[src/rtl/pwmcg_pkg.sv]
package pwmcg_pkg;
   localparam int SEL_W     = 3;
   localparam int NUM_TAPS  = 4;
   localparam int NUM_SRC   = NUM_TAPS + 1;
   typedef logic [SEL_W-1:0] src_sel_t;
   localparam src_sel_t SRC_EXT = src_sel_t'(NUM_TAPS);
endpackage

[src/rtl/pwmcg_mtick.sv]
module pwmcg_mtick #(
   parameter int BASE_LOG2 = 2,
   parameter int STEP_LOG2 = 4,
   parameter int NUM_SET   = 3
) (
   input  logic       clk,
   input  logic       rst_n,
   input  logic [1:0] div_sel,
   output logic       mtick
);
   localparam int CW = BASE_LOG2 + STEP_LOG2 * (NUM_SET - 1);

   logic [CW-1:0] cnt;
   logic [CW-1:0] lim;

   always_comb begin
      lim = '0;
      for (int i = 0; i < NUM_SET; i++) begin
         if (int'(div_sel) == i || (i == NUM_SET - 1 && int'(div_sel) >= NUM_SET))
            lim = CW'((1 << (BASE_LOG2 + STEP_LOG2 * i)) - 1);
      end
   end

   assign mtick = (cnt >= lim);

   always_ff @(posedge clk) begin
      if (!rst_n)     cnt <= '0;
      else if (mtick) cnt <= '0;
      else            cnt <= cnt + 1'b1;
   end
endmodule

[src/rtl/pwmcg_prescale.sv]
module pwmcg_prescale #(
   parameter int NUM_TAPS = 4,
   parameter int TAP_LOG2 = 2
) (
   input  logic                clk,
   input  logic                rst_n,
   input  logic                mtick,
   output logic [NUM_TAPS-1:0] taps
);
   localparam int PW = TAP_LOG2 * (NUM_TAPS - 1);

   logic [PW-1:0] pc;

   always_ff @(posedge clk) begin
      if (!rst_n)     pc <= '0;
      else if (mtick) pc <= pc + 1'b1;
   end

   for (genvar t = 0; t < NUM_TAPS; t++) begin : g_tap
      if (t == 0) begin : g_base
         assign taps[t] = mtick;
      end else begin : g_div
         assign taps[t] = mtick && (&pc[TAP_LOG2*t-1:0]);
      end
   end
endmodule

[src/rtl/pwmcg_pinsync.sv]
module pwmcg_pinsync #(
   parameter int STAGES = 2
) (
   input  logic clk,
   input  logic rst_n,
   input  logic pin,
   input  logic en,
   output logic fall
);
   logic [STAGES:0] sh;

   always_ff @(posedge clk) begin
      if (!rst_n) sh <= '0;
      else        sh <= {sh[STAGES-1:0], pin};
   end

   assign fall = en && sh[STAGES] && !sh[STAGES-1];
endmodule

[src/rtl/pwmcg_chan.sv]
module pwmcg_chan #(
   parameter int RELOAD_W = 8,
   parameter int SEL_W    = 3,
   parameter int NUM_SRC  = 5
) (
   input  logic                clk,
   input  logic                rst_n,
   input  logic [NUM_SRC-1:0]  src_ev,
   input  logic [SEL_W-1:0]    sel_in,
   input  logic [RELOAD_W-1:0] reload_in,
   output logic                tick,
   output logic                ev_o,
   output logic [SEL_W-1:0]    act_sel_o
);
   logic [RELOAD_W-1:0] cnt;
   logic [SEL_W-1:0]    act_sel;
   logic                ev;
   logic                at_zero;

   always_comb begin
      ev = 1'b0;
      for (int i = 0; i < NUM_SRC; i++)
         if (act_sel == SEL_W'(i)) ev = src_ev[i];
   end

   assign at_zero = (cnt == '0);

   always_ff @(posedge clk) begin
      if (!rst_n) begin
         cnt     <= '0;
         act_sel <= '0;
         tick    <= 1'b0;
      end else begin
         tick <= ev && at_zero;
         if (ev) begin
            if (at_zero) begin
               cnt     <= reload_in;
               act_sel <= sel_in;
            end else begin
               cnt <= cnt - 1'b1;
            end
         end
      end
   end

   assign ev_o      = ev;
   assign act_sel_o = act_sel;
endmodule

[src/rtl/pwm_clkgen_top.sv]
module pwm_clkgen_top #(
   parameter int NUM_CH    = 4,
   parameter int NUM_PINS  = 2,
   parameter int RELOAD_W  = 8,
   parameter int SYNC_STG  = 2,
   parameter int TAP_LOG2  = 2,
   parameter int MT_BASE   = 2,
   parameter int MT_STEP   = 4
) (
   input  logic                         clk,
   input  logic                         rst_n,
   input  logic [1:0]                   mdiv_sel,
   input  logic [NUM_PINS-1:0]          ext_pin,
   input  logic [NUM_PINS-1:0]          ext_en,
   input  logic [NUM_CH*pwmcg_pkg::SEL_W-1:0] src_sel,
   input  logic [NUM_CH*RELOAD_W-1:0]   reload,
   output logic [NUM_CH-1:0]            ch_tick
);
   import pwmcg_pkg::*;

   if (NUM_CH < 1)                 begin : g_bad_ch   $error("NUM_CH must be at least 1"); end
   if (NUM_PINS < 1)               begin : g_bad_pin  $error("NUM_PINS must be at least 1"); end
   if (NUM_SRC > (1 << SEL_W))     begin : g_bad_sel  $error("select width too small"); end
   if (SYNC_STG < 2)               begin : g_bad_sync $error("SYNC_STG must be at least 2"); end
   if (RELOAD_W < 1)               begin : g_bad_rw   $error("RELOAD_W must be positive"); end

   logic                      mtick;
   logic [NUM_TAPS-1:0]       taps;
   logic [NUM_PINS-1:0]       ext_fall;
   logic [NUM_CH-1:0]         ch_ev;
   logic [NUM_CH*SEL_W-1:0]   act_sel_all;

   pwmcg_mtick #(
      .BASE_LOG2 (MT_BASE),
      .STEP_LOG2 (MT_STEP),
      .NUM_SET   (3)
   ) u_mtick (
      .clk     (clk),
      .rst_n   (rst_n),
      .div_sel (mdiv_sel),
      .mtick   (mtick)
   );

   pwmcg_prescale #(
      .NUM_TAPS (NUM_TAPS),
      .TAP_LOG2 (TAP_LOG2)
   ) u_pre (
      .clk   (clk),
      .rst_n (rst_n),
      .mtick (mtick),
      .taps  (taps)
   );

   for (genvar p = 0; p < NUM_PINS; p++) begin : g_pin
      pwmcg_pinsync #(.STAGES(SYNC_STG)) u_sync (
         .clk   (clk),
         .rst_n (rst_n),
         .pin   (ext_pin[p]),
         .en    (ext_en[p]),
         .fall  (ext_fall[p])
      );
   end

   for (genvar c = 0; c < NUM_CH; c++) begin : g_ch
      logic [NUM_SRC-1:0] src;
      assign src = {ext_fall[c % NUM_PINS], taps};

      pwmcg_chan #(
         .RELOAD_W (RELOAD_W),
         .SEL_W    (SEL_W),
         .NUM_SRC  (NUM_SRC)
      ) u_chan (
         .clk       (clk),
         .rst_n     (rst_n),
         .src_ev    (src),
         .sel_in    (src_sel[c*SEL_W +: SEL_W]),
         .reload_in (reload[c*RELOAD_W +: RELOAD_W]),
         .tick      (ch_tick[c]),
         .ev_o      (ch_ev[c]),
         .act_sel_o (act_sel_all[c*SEL_W +: SEL_W])
      );
   end
endmodule

[config.mk]
export PLATFORM = sky130hd
export DESIGN_NAME = pwm_clkgen_top
export DESIGN_NICKNAME = d
export VERILOG_FILES = /design/src/rtl/pwmcg_pkg.sv /design/src/rtl/pwmcg_mtick.sv /design/src/rtl/pwmcg_prescale.sv /design/src/rtl/pwmcg_pinsync.sv /design/src/rtl/pwmcg_chan.sv /design/src/rtl/pwm_clkgen_top.sv
export SDC_FILE = /design/constraint.sdc
export NUM_CORES = 1
export LEC_CHECK = 0
export BUFFER_PORTS_ARGS = -buffer_cell sky130_fd_sc_hd__clkbuf_2
export CORE_MARGIN = 8
export CORE_UTILIZATION = 50
export DETAILED_ROUTE_END_ITERATION = 7
export PLACE_DENSITY = 0.71
export SYNTH_ARGS = -nofsm -noshare
export SYNTH_HDL_FRONTEND = slang
export SYNTH_HIERARCHICAL = 1
export SYNTH_SLANG_ARGS = --single-unit
[constraint.sdc]
create_clock -name clk -period 5.8 [get_ports clk]
set_clock_uncertainty 0.1 [all_clocks]
set_input_delay 0.58 -clock clk [delete_from_list [all_inputs] [get_ports clk]]
set_output_delay 0.58 -clock clk [all_outputs]
set_load 0.01 [all_outputs]
Word level (Yosys, flattened, before mapping)
Cells that the tools add are included.
- add/sub/neg operators: 6
- $lt $le $gt $ge: 2
- equal/unequal tests: 18
- muxes and demuxes: 27
- bitwise gates (word level): 1
- reduce and logical (&&, ||, !) cells: 31
- operator list (cell ; number):
    8-bit zero test ; 4
    8-bit 2-to-1 mux ; 4
    8-bit by 1-bit subtractor with 8-bit output (second input constant) ; 4
    3-bit by 2-bit equality test with 1-bit output (second input constant) ; 8
    1-bit 2-to-1 mux ; 20
    10-bit 2-to-1 mux ; 2
    3-bit by 1-bit equality test with 1-bit output (second input constant) ; 4
    3-bit equality test (second input constant) ; 4
    3-bit zero test ; 4
    1-bit logical AND ; 11
    10-bit by 1-bit adder with 10-bit output (second input constant) ; 1
    10-bit >= comparator ; 1
    2-bit AND reduction ; 5
    6-bit by 1-bit adder with 6-bit output (second input constant) ; 1
    6-bit AND reduction ; 1
    2-bit equality test (second input constant) ; 2
    4-bit AND reduction ; 1
    2-bit >= comparator (second input constant) ; 1
    1-bit zero test ; 2
    2-bit zero test ; 1
    2-bit 2-to-1 mux ; 1
    2-bit OR reduction ; 1
    1-bit logical OR ; 1
    1-bit NOT ; 1
- flip-flop bits (word level): 70
- bits of input ports: 52
- output and inout bits: 4
- logic and storage cells: 101

Logic depth before layout (Yosys ltp)
Gate-level depths: netlist of run 1.
- depth after elaboration: 11
- depth in mapped cells: 15
- depth with buffers taken out: 14

Modules after synthesis
Netlist of run 1, hierarchy kept.
- by module, submodules not included (module ; instances ; cells each ; area an instance (um^2) ; seq. area each (um^2)):
    pwmcg_chan at g_ch[0].u_chan ... ; 3 ; 88 ; 738.2 ; 240.2
    pwmcg_chan at g_ch[1].u_chan ; 1 ; 85 ; 737.0 ; 240.2
    pwmcg_mtick ; 1 ; 64 ; 656.9 ; 200.2
    pwmcg_prescale ; 1 ; 28 ; 282.8 ; 120.1
    pwmcg_pinsync ; 2 ; 7 ; 88.8 ; 60.1

Worst setup path before layout of run 1
OpenSTA, ideal clock, no wires.
- kind: input to register
- from: input mdiv_sel[0]
- to: register g_ch[1].u_chan.cnt[6]
- library setup time: 144 ps
- arrival time: 2727 ps
- data required time: 5556 ps
- setup slack: 2829 ps
- stages on the path: 14
- path buffers: 1
- cells stage by stage: nor2_1 -> ha_1 -> a21oi_1 -> nand4b_1 -> a31oi_2 -> nand2b_1 -> and2_2 -> mux2i_1 -> o32ai_2 -> a31oi_2 -> inv_2 -> buf_6 -> a21oi_1 -> a311oi_2
- longest elaborated chain between the ends: 10
- elaborated cells on any way between the ends: 17
- those cells by class: order compare (2); eq/ne (2); mux (8); reduce/logical (5)
- RTL lines (element ; RTL line ; RTL):
    from (decl) ; pwm_clkgen_top.sv:12 ; input logic [1:0] mdiv_sel,
    2-bit zero test ; pwmcg_mtick.sv:19 ; if (int'(div_sel) == i || (i == NUM_SET - 1 && int'(div_sel) >= NUM_SET))
    2-bit 2-to-1 mux ; pwmcg_mtick.sv:19 ;
    10-bit 2-to-1 mux ; pwmcg_mtick.sv:19 ;
    10-bit 2-to-1 mux (*) ; pwmcg_mtick.sv:19 ;
    10-bit >= comparator (*) ; pwmcg_mtick.sv:24 ; assign mtick = (cnt >= lim);
    net mtick ; pwm_clkgen_top.sv:27 ; logic mtick;
    1-bit logical AND (*) ; pwmcg_prescale.sv:23 ; assign taps[t] = mtick && (&pc[TAP_LOG2*t-1:0]);
    net taps[1] ; pwm_clkgen_top.sv:28 ; logic [NUM_TAPS-1:0] taps;
    1-bit 2-to-1 mux (*) (4 in a row) ; pwmcg_chan.sv:23 ; if (act_sel == SEL_W'(i)) ev = src_ev[i];
    net ch_ev[1] ; pwm_clkgen_top.sv:30 ; logic [NUM_CH-1:0] ch_ev;
    to (signal assigned) ; pwmcg_chan.sv:37 ; cnt <= reload_in;
    to (signal assigned) ; pwmcg_chan.sv:40 ; cnt <= cnt - 1'b1;
    to (decl) ; pwmcg_chan.sv:15 ; logic [RELOAD_W-1:0] cnt;
The timed path passes the listed nets; every way through them passes the cells marked *.
A chain may end at the register's enable or synchronous reset.

Final worst setup path of run 1
- from: input mdiv_sel[1]
- to: register g_ch[1].u_chan.cnt[0]
- elaborated cells on any way between the ends: 17
- those cells by class: order compare (2); eq/ne (2); mux (8); reduce/logical (5)
- RTL lines (element ; RTL line):
    2-bit zero test ; pwmcg_mtick.sv:19
    2-bit 2-to-1 mux ; pwmcg_mtick.sv:19
    10-bit 2-to-1 mux ; pwmcg_mtick.sv:19
    10-bit 2-to-1 mux (*) ; pwmcg_mtick.sv:19
    10-bit >= comparator (*) ; pwmcg_mtick.sv:24
    net mtick ; pwm_clkgen_top.sv:27
    1-bit logical AND (*) ; pwmcg_prescale.sv:23
    net taps[3] ; pwm_clkgen_top.sv:28
    1-bit 2-to-1 mux (*) (2 in a row) ; pwmcg_chan.sv:23
    net ch_ev[1] ; pwm_clkgen_top.sv:30
Marked as above.

==> results.sh, run 1 <==
export IMPL_synthFlopType="dfxtp_1"
export IMPL_crit_end="g_ch[1].u_chan/cnt[0]"
export IMPL_tightest_slew_ns=0.783
export IMPL_r2r_cells=13
export IMPL_netlist_area_um2=4070
export IMPL_cts_max_path_buffers=2
export IMPL_netlist_instances=455
export IMPL_grt_usage_pct=15.6
export IMPL_p_leak_nw=1.91
export IMPL_setup_viol=0
export IMPL_die_area_um2=11300
export IMPL_met1_usage_pct=18.8
export IMPL_r2r_end="g_ch[1].u_chan/cnt[0]"
export IMPL_slew_headroom_pct=47.6
export IMPL_synth_edff_count=0
export IMPL_min_period_ns=3.80
export IMPL_cp_max_fo=14
export IMPL_dr_pass1_iters=4
export IMPL_crit_path_end_kind="register"
export IMPL_initialDrtViolationCount=88
export IMPL_chipWidth_um=106
export IMPL_vias=3486
export IMPL_coreArea_um2=8050
export IMPL_crit_path_start="mdiv_sel[1]"
export IMPL_vias_per_cell=5.63
export IMPL_maxSlewViolCount=0
export IMPL_globalRouteMet2Util_pct=26.3
export IMPL_outcome="completed"
export IMPL_cts_root_buf="clkbuf_8"
export IMPL_yosysSeqAreaShare_pct=34.4
export IMPL_dp_hpwl_mm=6.48
export IMPL_max_cap_violations=0
export IMPL_ctsResizeCount=0
export IMPL_timing_final_ws_setup_ns=2.00
export IMPL_design_area_um2=4570
export IMPL_pre_cts_ws_ns=1.67
export IMPL_finalWirelength_mm=8.75
export IMPL_wl_per_cell_um=14.1
export IMPL_fin_nets=579
export IMPL_max_freq_mhz=263
export IMPL_antenna_found_initial=0
export IMPL_layout_drive_gt1_share_pct=24.7
export IMPL_path_clk_slew_ns=0.08
export IMPL_grt_ovfl_total=0
export IMPL_clock_latency_ns=0.34
export IMPL_criticalPathCategory="input pin to register"
export IMPL_start_util_pct=50.5
export IMPL_fillCellCount=743
export IMPL_n_antenna_cell=0
export IMPL_cts_max_level=3
export IMPL_synth_fp_nets=524
export IMPL_postCtsSetupBuffers=0
export IMPL_place_area_um2=4380
export IMPL_slowest_stage="a31oi_2"
export IMPL_cpPeakStageDelay_ns=0.60
export IMPL_mostFrequentLayoutCells="70 x dfxtp_1, 55 x clkbuf_2, 44 x nor2_1, 34 x nand2_1, 32 x a21oi_1"
export IMPL_io_buffers=55
export IMPL_ir_worst_vdd_mv=0.139
export IMPL_grt_setup_unrepaired="false"
export IMPL_grt_start_max_net_pins=37
export IMPL_p_per_area_nw_per_um2=201
export IMPL_ioPinCount=56
export IMPL_hp_class="register to register"
export IMPL_cts_tree="yes"
export IMPL_globalplace_congestion=0.822
export IMPL_drc=0
export IMPL_crit_required_ns=5.95
export IMPL_die_h_um=106
export IMPL_post_route_period_util_pct=65.6
export IMPL_grt_pass1_vias=3418
export IMPL_cp_start_kind="input pin"
export IMPL_cts_buffers=9
export IMPL_worst_r2r_startpoint="u_mtick/cnt[2]"
export IMPL_top_usage_layer="met2"
export IMPL_placed_cells=604
export IMPL_reg2reg_slack_ns=2.18
export IMPL_fin_setup_tns_ns=0
export IMPL_hold_viol=0
export IMPL_cts_sinks=70
export IMPL_syn2layout_area_growth_pct=12.3
export IMPL_path_cells="clkbuf_2 -> nor2_1 -> ha_1 -> a21oi_1 -> nand4b_1 -> a31oi_2 -> nand2b_1 -> nand4_2 -> nor2_1 -> mux2i_1 -> o32ai_2 -> a31oi_2 -> inv_2 -> o21ai_0 -> a221oi_2"
export IMPL_yosys_warnings=6
export IMPL_synth_distinct_cells=59
export IMPL_syn_avg_cell_area_um2=8.94
export IMPL_grt_use_met3_pct=3.02
export IMPL_ant_nets=0
export IMPL_cp_arrival_ns=3.96
export IMPL_layout_cells_non_filler=619
export IMPL_final_common_cell="dfxtp_1"
export IMPL_ys_async_sr_fraction_pct=0
export IMPL_ys_ff_latch=70
export IMPL_rows=33
export IMPL_power_mw=0.921
export IMPL_cts_hold_buf=0
export IMPL_grt_pass1_wl_mm=14.9
[per-layer routing]
layer | vias up | wire, um
met1 | 1646 | 4140
met2 | 49 | 4210
met5 | - | 0
met3 | 10 | 286
met4 | 0 | 120
li1 | 1781 | -
[worst min-delay path by stage]
stage	from	to	depth (start not counted)
after floorplan	g_pin[0].u_sync/sh[0]	g_pin[0].u_sync/sh[1]	1
after global placement	g_pin[0].u_sync/sh[0]	g_pin[0].u_sync/sh[1]	1
after detailed placement	g_pin[0].u_sync/sh[0]	g_pin[0].u_sync/sh[1]	1
after CTS	ext_pin[0]	g_pin[0].u_sync/sh[0]	2
after global routing	g_pin[0].u_sync/sh[0]	g_pin[0].u_sync/sh[1]	1
final	g_pin[0].u_sync/sh[0]	g_pin[0].u_sync/sh[1]	1
[where the power goes]
group	internal [mW]	leakage (nW)	total (mW)	switching [mW]
clock	0.207	0.0952	0.387	0.180
sequential	0.484	0.565	0.487	0.00284
combinational	0.0228	1.25	0.0469	0.0241
[flip-flops by register name (all words and copies together) (netlist names)]
signal	count
g_pin.u_sync/sh	6
g_ch.u_chan/act_sel_o	12
u_pre/pc	6
g_ch.u_chan/tick	4
g_ch.u_chan/cnt	32
u_mtick/cnt	10
[stage by stage]
stage / util, % / hold slack [ns]
after global placement: 54.4 / 0.313
final: 56.8 / 0.334
after global routing: 56.8 / 0.345
after detailed placement: 54.4 / 0.319
after CTS: 56.8 / 0.328
after floorplan: - / 0.312
[kinds of logic (layout without fill, tap and decap cells)]
| kind of cell | after synthesis | after routing | synth area share, % |
|---|---|---|---|
| fa+ha+maj | 17 | 17 | 5.23 |
| compound gates | 116 | 116 | 20.4 |
| flops | 70 | 70 | 34.4 |
| xor+xnor | 12 | 12 | 2.58 |
| buf+inv | 28 | 87 | 3.87 |
| mux | 17 | 17 | 4.40 |
| simple gates | 195 | 195 | 29.1 |
[cell type report]
cell class	instances	area, um^2	share of cell area [%]
Timing Repair Buffer	55	275	6.02
Clock buffer	11	141	3.09
Multi-Input combinational cell	357	2510	54.9
Clock inverter	4	47.5	1.04
Inverter	17	63.8	1.40
Tap cell	105	131	2.87
Sequential cell	70	1400	30.7
[synthesized netlist by cell type, drive strengths merged (2+ instances only)]
| cell | instances | area, um^2 |
|---|---|---|
| a211oi | 8 | 75.1 |
| a21boi | 6 | 45.0 |
| a21oi | 32 | 160 |
| a311oi | 4 | 41.3 |
| a31oi | 2 | 25.0 |
| and2 | 13 | 85.1 |
| and2b | 3 | 26.3 |
| and3 | 2 | 12.5 |
| and3b | 2 | 17.5 |
| and4 | 2 | 18.8 |
| buf | 11 | 93.8 |
| dfxtp | 70 | 1400 |
| ha | 17 | 213 |
| inv | 16 | 60.1 |
| mux2 | 7 | 78.8 |
| mux2i | 10 | 100 |
| nand2 | 35 | 139 |
| nand2b | 2 | 12.5 |
| nand3 | 30 | 150 |
| nand3b | 10 | 75.1 |
| nand4 | 7 | 50.1 |
| nor2 | 44 | 165 |
| nor2b | 4 | 25.0 |
| nor3 | 23 | 180 |
| nor4b | 8 | 155 |
| o211a | 3 | 30.0 |
| o211ai | 4 | 30.0 |
| o21a | 11 | 105 |
| o21ai | 30 | 150 |
| o221a | 4 | 45.0 |
| o31ai | 3 | 22.5 |
| o32ai | 2 | 25.0 |
| o41ai | 4 | 35.0 |
| or3 | 7 | 43.8 |
| xnor2 | 6 | 52.6 |
| xor2 | 6 | 52.6 |
[worst max-delay path: cells and delay by family]
family	cells	cell delay [ns]
AOI/OAI and AO/OA	6	1.38
and+or+nand+nor	5	1.27
buffers and inverters	2	0.40
adders and majority gates	1	0.21
muxes	1	0.12
No activity file was read; power rests on OpenSTA's default activity.
==> run 2: changes to the inputs <==
- ABC_AREA: default -> 1
- PLACE_DENSITY: 0.71 -> 0.7
- clock period: 5.8 -> 3.5 ns (I/O delays scaled with it)
==> run 2 against run 1 <==
- largest power group unchanged
- via count grew 16%
- synthesized cell count grew 46%
- global-route usage is 0.29 points lower
- synthesized area rose by 7.7%
- core utilization barely moved
==> results.sh, run 2 <==
export IMPL_yosys_top_cells_count="162 x nand2_1, 103 x nor2_1, 93 x inv_1, 70 x dfxtp_1, 59 x nand3_1"
export IMPL_n_antenna_cell=0
export IMPL_vias_per_cell=4.86
export IMPL_final_common_cell="nand2_1"
export IMPL_max_freq_mhz=385
export IMPL_grt_setup_unrepaired="false"
export IMPL_yosys_top_cells_area="dfxtp_1 32%, nand2_1 14%, nor2_1 8.8%"
export IMPL_hold_viol=0
export IMPL_regMostFlops="g_ch.u_chan/cnt"
export IMPL_vias=4034
export IMPL_ir_worst_vdd_mv=0.250
export IMPL_slowest_stage="dfxtp_1"
export IMPL_dp_hpwl_mm=6.69
export IMPL_netlist_area_um2=4380
export IMPL_synth_edff_count=0
export IMPL_layout_drive_gt1_share_pct=15.9
export IMPL_path_cells="ha_1 -> inv_1 -> nor2_1 -> nand2_1 -> nand3_1 -> nand2_1 -> nand2_1 -> nand3_2 -> nor3_1 -> inv_1 -> nand2_1 -> nand3_1 -> nand2_1 -> nand2_1 -> nand2_4 -> inv_2 -> nor2_1 -> nor2_1"
export IMPL_io_buffers=55
export IMPL_synthFlopType="dfxtp_1"
export IMPL_syn_avg_cell_area_um2=6.61
export IMPL_ant_nets=0
export IMPL_finalWirelength_mm=8.75
export IMPL_post_route_period_util_pct=74.1
export IMPL_ioPinCount=56
export IMPL_cts_tree="yes"
export IMPL_yosys_cell_count_top_type="nand2_1"
export IMPL_tightest_slew_ns=1.11
export IMPL_cp_start_kind="register"
export IMPL_wl_per_cell_um=10.5
export IMPL_place_area_um2=4670
export IMPL_antenna_found_initial=0
export IMPL_grt_ovfl_total=0
export IMPL_start_util_pct=51.0
export IMPL_chipWidth_um=110
export IMPL_maxSlewViolCount=0
export IMPL_crit_path_end_kind="register"
export IMPL_grt_pass1_wl_mm=15.4
export IMPL_path_clk_slew_ns=0.07
export IMPL_ctsResizeCount=0
export IMPL_postCtsSetupBuffers=0
export IMPL_grt_pass1_vias=3771
export IMPL_fin_nets=786
export IMPL_netlist_instances=663
export IMPL_cts_max_level=3
export IMPL_rows=34
export IMPL_p_per_area_nw_per_um2=476
export IMPL_hp_class="input pin to register"
export IMPL_fillCellCount=849
export IMPL_outcome="completed"
export IMPL_min_period_ns=2.59
export IMPL_yosys_warnings=6
export IMPL_cts_max_path_buffers=2
export IMPL_criticalPathCategory="register to register"
export IMPL_crit_required_ns=3.63
export IMPL_cts_root_buf="clkbuf_8"
export IMPL_cts_hold_buf=0
export IMPL_cp_common_cell="nand2_1"
export IMPL_cp_max_fo=16
export IMPL_drc=0
export IMPL_yosysSeqAreaShare_pct=32.0
export IMPL_ys_ff_latch=70
export IMPL_coreArea_um2=8590
export IMPL_cpPeakStageDelay_ns=0.36
export IMPL_mostFrequentLayoutCells="162 x nand2_1, 103 x nor2_1, 93 x inv_1, 70 x dfxtp_1, 59 x nand3_1"
export IMPL_initialDrtViolationCount=143
export IMPL_die_area_um2=12000
export IMPL_globalplace_congestion=0.870
export IMPL_dr_pass1_iters=4
export IMPL_synth_distinct_cells=30
export IMPL_die_h_um=110
export IMPL_synth_top_area_share_pct=32.0
export IMPL_slew_headroom_pct=26.0
export IMPL_p_leak_nw=2.47
export IMPL_max_cap_violations=0
export IMPL_largest_reg_flops=32
export IMPL_cts_sinks=70
export IMPL_grt_usage_pct=15.3
export IMPL_cp_arrival_ns=2.72
export IMPL_clock_latency_ns=0.33
export IMPL_grt_start_max_net_pins=62
export IMPL_yosys_area_top_type="dfxtp_1"
export IMPL_ys_async_sr_fraction_pct=0
export IMPL_syn2layout_area_growth_pct=11.2
export IMPL_synth_fp_nets=732
export IMPL_design_area_um2=4870
export IMPL_setup_viol=0
export IMPL_fin_setup_tns_ns=0
export IMPL_cts_buffers=9
## run 2: metrics by stage
| stage | instances | setup WS, ns | hold WS, ns | power [mW] | util (%) |
|---|---|---|---|---|---|
| 2_1_floorplan | 663 | 1.05 | 0.290 | 1.60 | - |
| 3_3_place_gp | 814 | 0.742 | 0.294 | 1.68 | 54.4 |
| 3_5_place_dp | 814 | 0.643 | 0.298 | 1.69 | 54.4 |
| 4_1_cts | 830 | 0.873 | 0.0847 | 2.35 | 56.7 |
| 5_1_grt | 830 | 0.459 | 0.122 | 2.50 | 56.7 |
| 6_report | 830 | 0.905 | 0.0961 | 2.32 | 56.7 |
## run 2: power by group
group          total (mW)  internal (mW)  switching, mW
Clock               0.648          0.365          0.283
Sequential          0.890          0.843         0.0478
Combinational       0.781          0.284          0.497
Total                2.32           1.49          0.828
## run 2: worst paths after layout
path	depth (start not counted)	slack [ns]	startpoint	end
worst max register to register	18	0.91	u_mtick/cnt[3]	g_ch[1].u_chan/cnt[4]
worst min-delay path	3	0.1	ext_pin[0]	g_pin[0].u_sync/sh[0]
worst min register to register	2	0.32	g_pin[0].u_sync/sh[0]	g_pin[0].u_sync/sh[1]
worst max-delay path	18	0.91	u_mtick/cnt[3]	g_ch[1].u_chan/cnt[4]
## run 2: kinds of logic (layout without fill, tap and decap cells)
group           Yosys count  after routing  synth area share (%)
compound gates           70             70                  8.08
xor+xnor                 14             14                  2.80
fa+ha+maj                17             17                  4.85
buf+inv                 119            178                  12.0
flops                    70             70                  32.0
simple gates            373            373                  40.3
## run 2: cell type report
class                      count  area, um^2  area share, %
clock inverter                 4        45.0          0.924
timing repair buffer          56         283           5.80
tap                          108         135           2.77
multi-input combinational    474        2460           50.4
inverter                     106         398           8.16
sequential                    70        1400           28.7
clock buffer                  12         155           3.18
## run 2: critical path, delay by kind of cell, from the launching register on
| family | cells | cell delay, ns |
|---|---|---|
| fa+ha+maj | 1 | 0.32 |
| buf+inv | 3 | 0.21 |
| flops | 1 | 0.36 |
| simple gates | 14 | 1.47 |
## run 2: metal layers
layer | routed length (um) | track usage, % | vias up
met5 | 0 | 0 | -
met4 | 102 | 4.92 | 0
met3 | 313 | 2.87 | 9
met2 | 4270 | 27.4 | 33
met1 | 4070 | 17.9 | 1812
li1 | - | - | 2180
==> run 3: changes to the inputs <==
- ABC_AREA: 1 -> 0
- PLACE_DENSITY: 0.7 -> 0.74
- clock period: 3.5 -> 2.2 ns (I/O delays scaled with it)
==> run 3 against run 2 <==
- the flow now finishes with violations (setup timing)
- largest power group unchanged
- largest cell class unchanged
- critical path depth fell by 7
- highest routed layer unchanged
- combinational power down 80%
- clock-buffer cell count stayed put
- critical path type unchanged
==> results.sh, run 3 (synthesized netlist as in run 1, its figures left out) <==
export IMPL_cts_max_level=3
export IMPL_timing_final_ws_setup_ns=-0.383
export IMPL_cts_buffers=9
export IMPL_min_period_ns=2.58
export IMPL_cp_start_kind="register"
export IMPL_fin_nets=629
export IMPL_path_clk_slew_ns=0.08
export IMPL_ioPinCount=56
export IMPL_ant_nets=0
export IMPL_start_util_pct=50.5
export IMPL_wl_per_cell_um=15.4
export IMPL_ff_latch_area_um2=1410
export IMPL_p_leak_nw=2.23
export IMPL_grt_pass1_wl_mm=17.2
export IMPL_max_cap_violations=0
export IMPL_antenna_found_initial=0
export IMPL_crit_path_start="u_mtick/cnt[7]"
export IMPL_rows=33
export IMPL_largest_reg_flops=32
export IMPL_cpPeakStageDelay_ns=0.34
export IMPL_crit_path_end_kind="register"
export IMPL_pre_cts_ws_ns=-0.587
export IMPL_hold_viol=0
export IMPL_max_freq_mhz=387
export IMPL_mostFrequentLayoutCells="67 x dfxtp_1, 55 x clkbuf_2, 42 x nor2_1, 34 x nand2_1, 30 x buf_4"
export IMPL_grt_setup_unrepaired="true"
export IMPL_chipWidth_um=106
export IMPL_finalWirelength_mm=10.3
export IMPL_dr_pass1_iters=4
export IMPL_cts_max_path_buffers=2
export IMPL_crit_required_ns=2.36
export IMPL_dp_hpwl_mm=7.05
export IMPL_vias=3766
export IMPL_slowest_stage="dfxtp_2"
export IMPL_die_h_um=106
export IMPL_n_antenna_cell=0
export IMPL_hold_start="src_sel[2]"
export IMPL_grt_start_max_net_pins=17
export IMPL_ir_worst_vdd_mv=0.342
export IMPL_globalplace_congestion=0.878
export IMPL_multiInputGateArea_um2=2900
export IMPL_cts_sinks=70
export IMPL_cp_max_fo=7
export IMPL_post_route_util_pct=67.4
export IMPL_post_route_period_util_pct=117
export IMPL_worst_r2r_startpoint="u_mtick/cnt[7]"
export IMPL_vias_per_cell=5.62
export IMPL_cts_root_buf="clkbuf_8"
export IMPL_syn2layout_area_growth_pct=33.4
export IMPL_criticalPathCategory="register to register"
export IMPL_hp_class="input pin to register"
export IMPL_clock_latency_ns=0.34
export IMPL_fillCellCount=617
export IMPL_initialDrtViolationCount=143
export IMPL_slew_headroom_pct=66.3
export IMPL_p_per_area_nw_per_um2=492
export IMPL_die_area_um2=11300
export IMPL_grt_usage_pct=17.9
export IMPL_grt_ovfl_total=0
export IMPL_r2r_cells=11
export IMPL_final_common_cell="dfxtp_1"
export IMPL_grt_pass1_vias=3816
export IMPL_failed_checks="setup timing"
export IMPL_maxSlewViolCount=0
export IMPL_io_buffers=55
export IMPL_regMostFlops="g_ch.u_chan/cnt"
export IMPL_drc=0
export IMPL_cp_arrival_ns=2.74
export IMPL_tightest_slew_ns=0.503
export IMPL_outcome="complete, but fails checks"
export IMPL_path_cells="ha_4 -> a2111oi_4 -> a211o_2 -> nand2b_4 -> and2_4 -> mux2i_1 -> o32ai_2 -> a31oi_4 -> clkinvlp_4 -> buf_6 -> a311oi_2"
export IMPL_cts_tree="yes"
export IMPL_layout_drive_gt1_share_pct=41.4
export IMPL_whs_path_depth=3
export IMPL_coreArea_um2=8050
export IMPL_setup_viol=48
-- run 3: final cells by class --
cell class / instances / share of cell area [%]
repair inverters: 4 / 0.530
repair buffers: 99 / 12.1
multi-input cells: 359 / 53.4
inverters: 17 / 1.45
clock buffers: 12 / 2.49
well taps: 105 / 2.42
flip-flops and latches: 70 / 25.9
clock inverters: 4 / 1.75
-- run 3: power by group --
group | internal [mW] | switching [mW] | total (mW)
combinational | 0.0764 | 0.0822 | 0.159
sequential | 1.28 | 0.00473 | 1.28
clock | 0.754 | 0.480 | 1.23
total | 2.11 | 0.567 | 2.67
-- run 3: final timing paths --
| check | end | slack (ns) |
|---|---|---|
| max | g_ch[1].u_chan/cnt[6] | -0.38 |
| min | g_ch[0].u_chan/act_sel_o[2] | 0.03 |
| max reg2reg | g_ch[1].u_chan/cnt[6] | -0.38 |
| min reg2reg | g_pin[1].u_sync/sh[1] | 0.34 |
-- run 3: routing by layer --
| layer | track usage, % | vias up | wire length, um |
|---|---|---|---|
| li1 | - | 1884 | - |
| met1 | 22.2 | 1765 | 4590 |
| met2 | 30.0 | 100 | 5080 |
| met3 | 4.30 | 17 | 478 |
| met4 | 5.73 | 0 | 176 |
| met5 | 0 | - | 0 |
-- run 3: per-stage QoR --
stage | total power [mW] | instance area (um^2) | TNS, ns | hold WS, ns | std cells
3_5_place_dp | 1.45 | 4670 | -19.64 | 0.324 | 632
3_3_place_gp | 1.45 | 4670 | -16.83 | 0.315 | 632
4_1_cts | 2.68 | 5280 | -10.55 | 0.0213 | 667
6_report | 2.67 | 5430 | -12.11 | 0.0258 | 670
5_1_grt | 2.77 | 5430 | -18.06 | 0.0254 | 670
2_1_floorplan | 1.37 | 4170 | -7.75 | 0.238 | 455
-- run 3: what timing repair did --
item | 4_1_cts | 5_1_grt
hold buffers | 2 | 0
gates resized for setup | 64 | 30
endpoints found under the setup margin | 48 | 48
gates cloned | 6 | 0
pin swaps | 51 | 16
buffers inserted | 11 | 3
endpoints found under the hold margin | 2 | 0
-- run 3: critical path, delay by kind of cell, from the launching register on --
family / cells / cell delay, ns
AO/OA/AOI/OAI: 5 / 1.06
buffers and inverters: 2 / 0.36
flip-flops: 1 / 0.34
AND/OR/NAND/NOR: 2 / 0.24
adder cells (fa/ha/maj): 1 / 0.23
multiplexers: 1 / 0.17
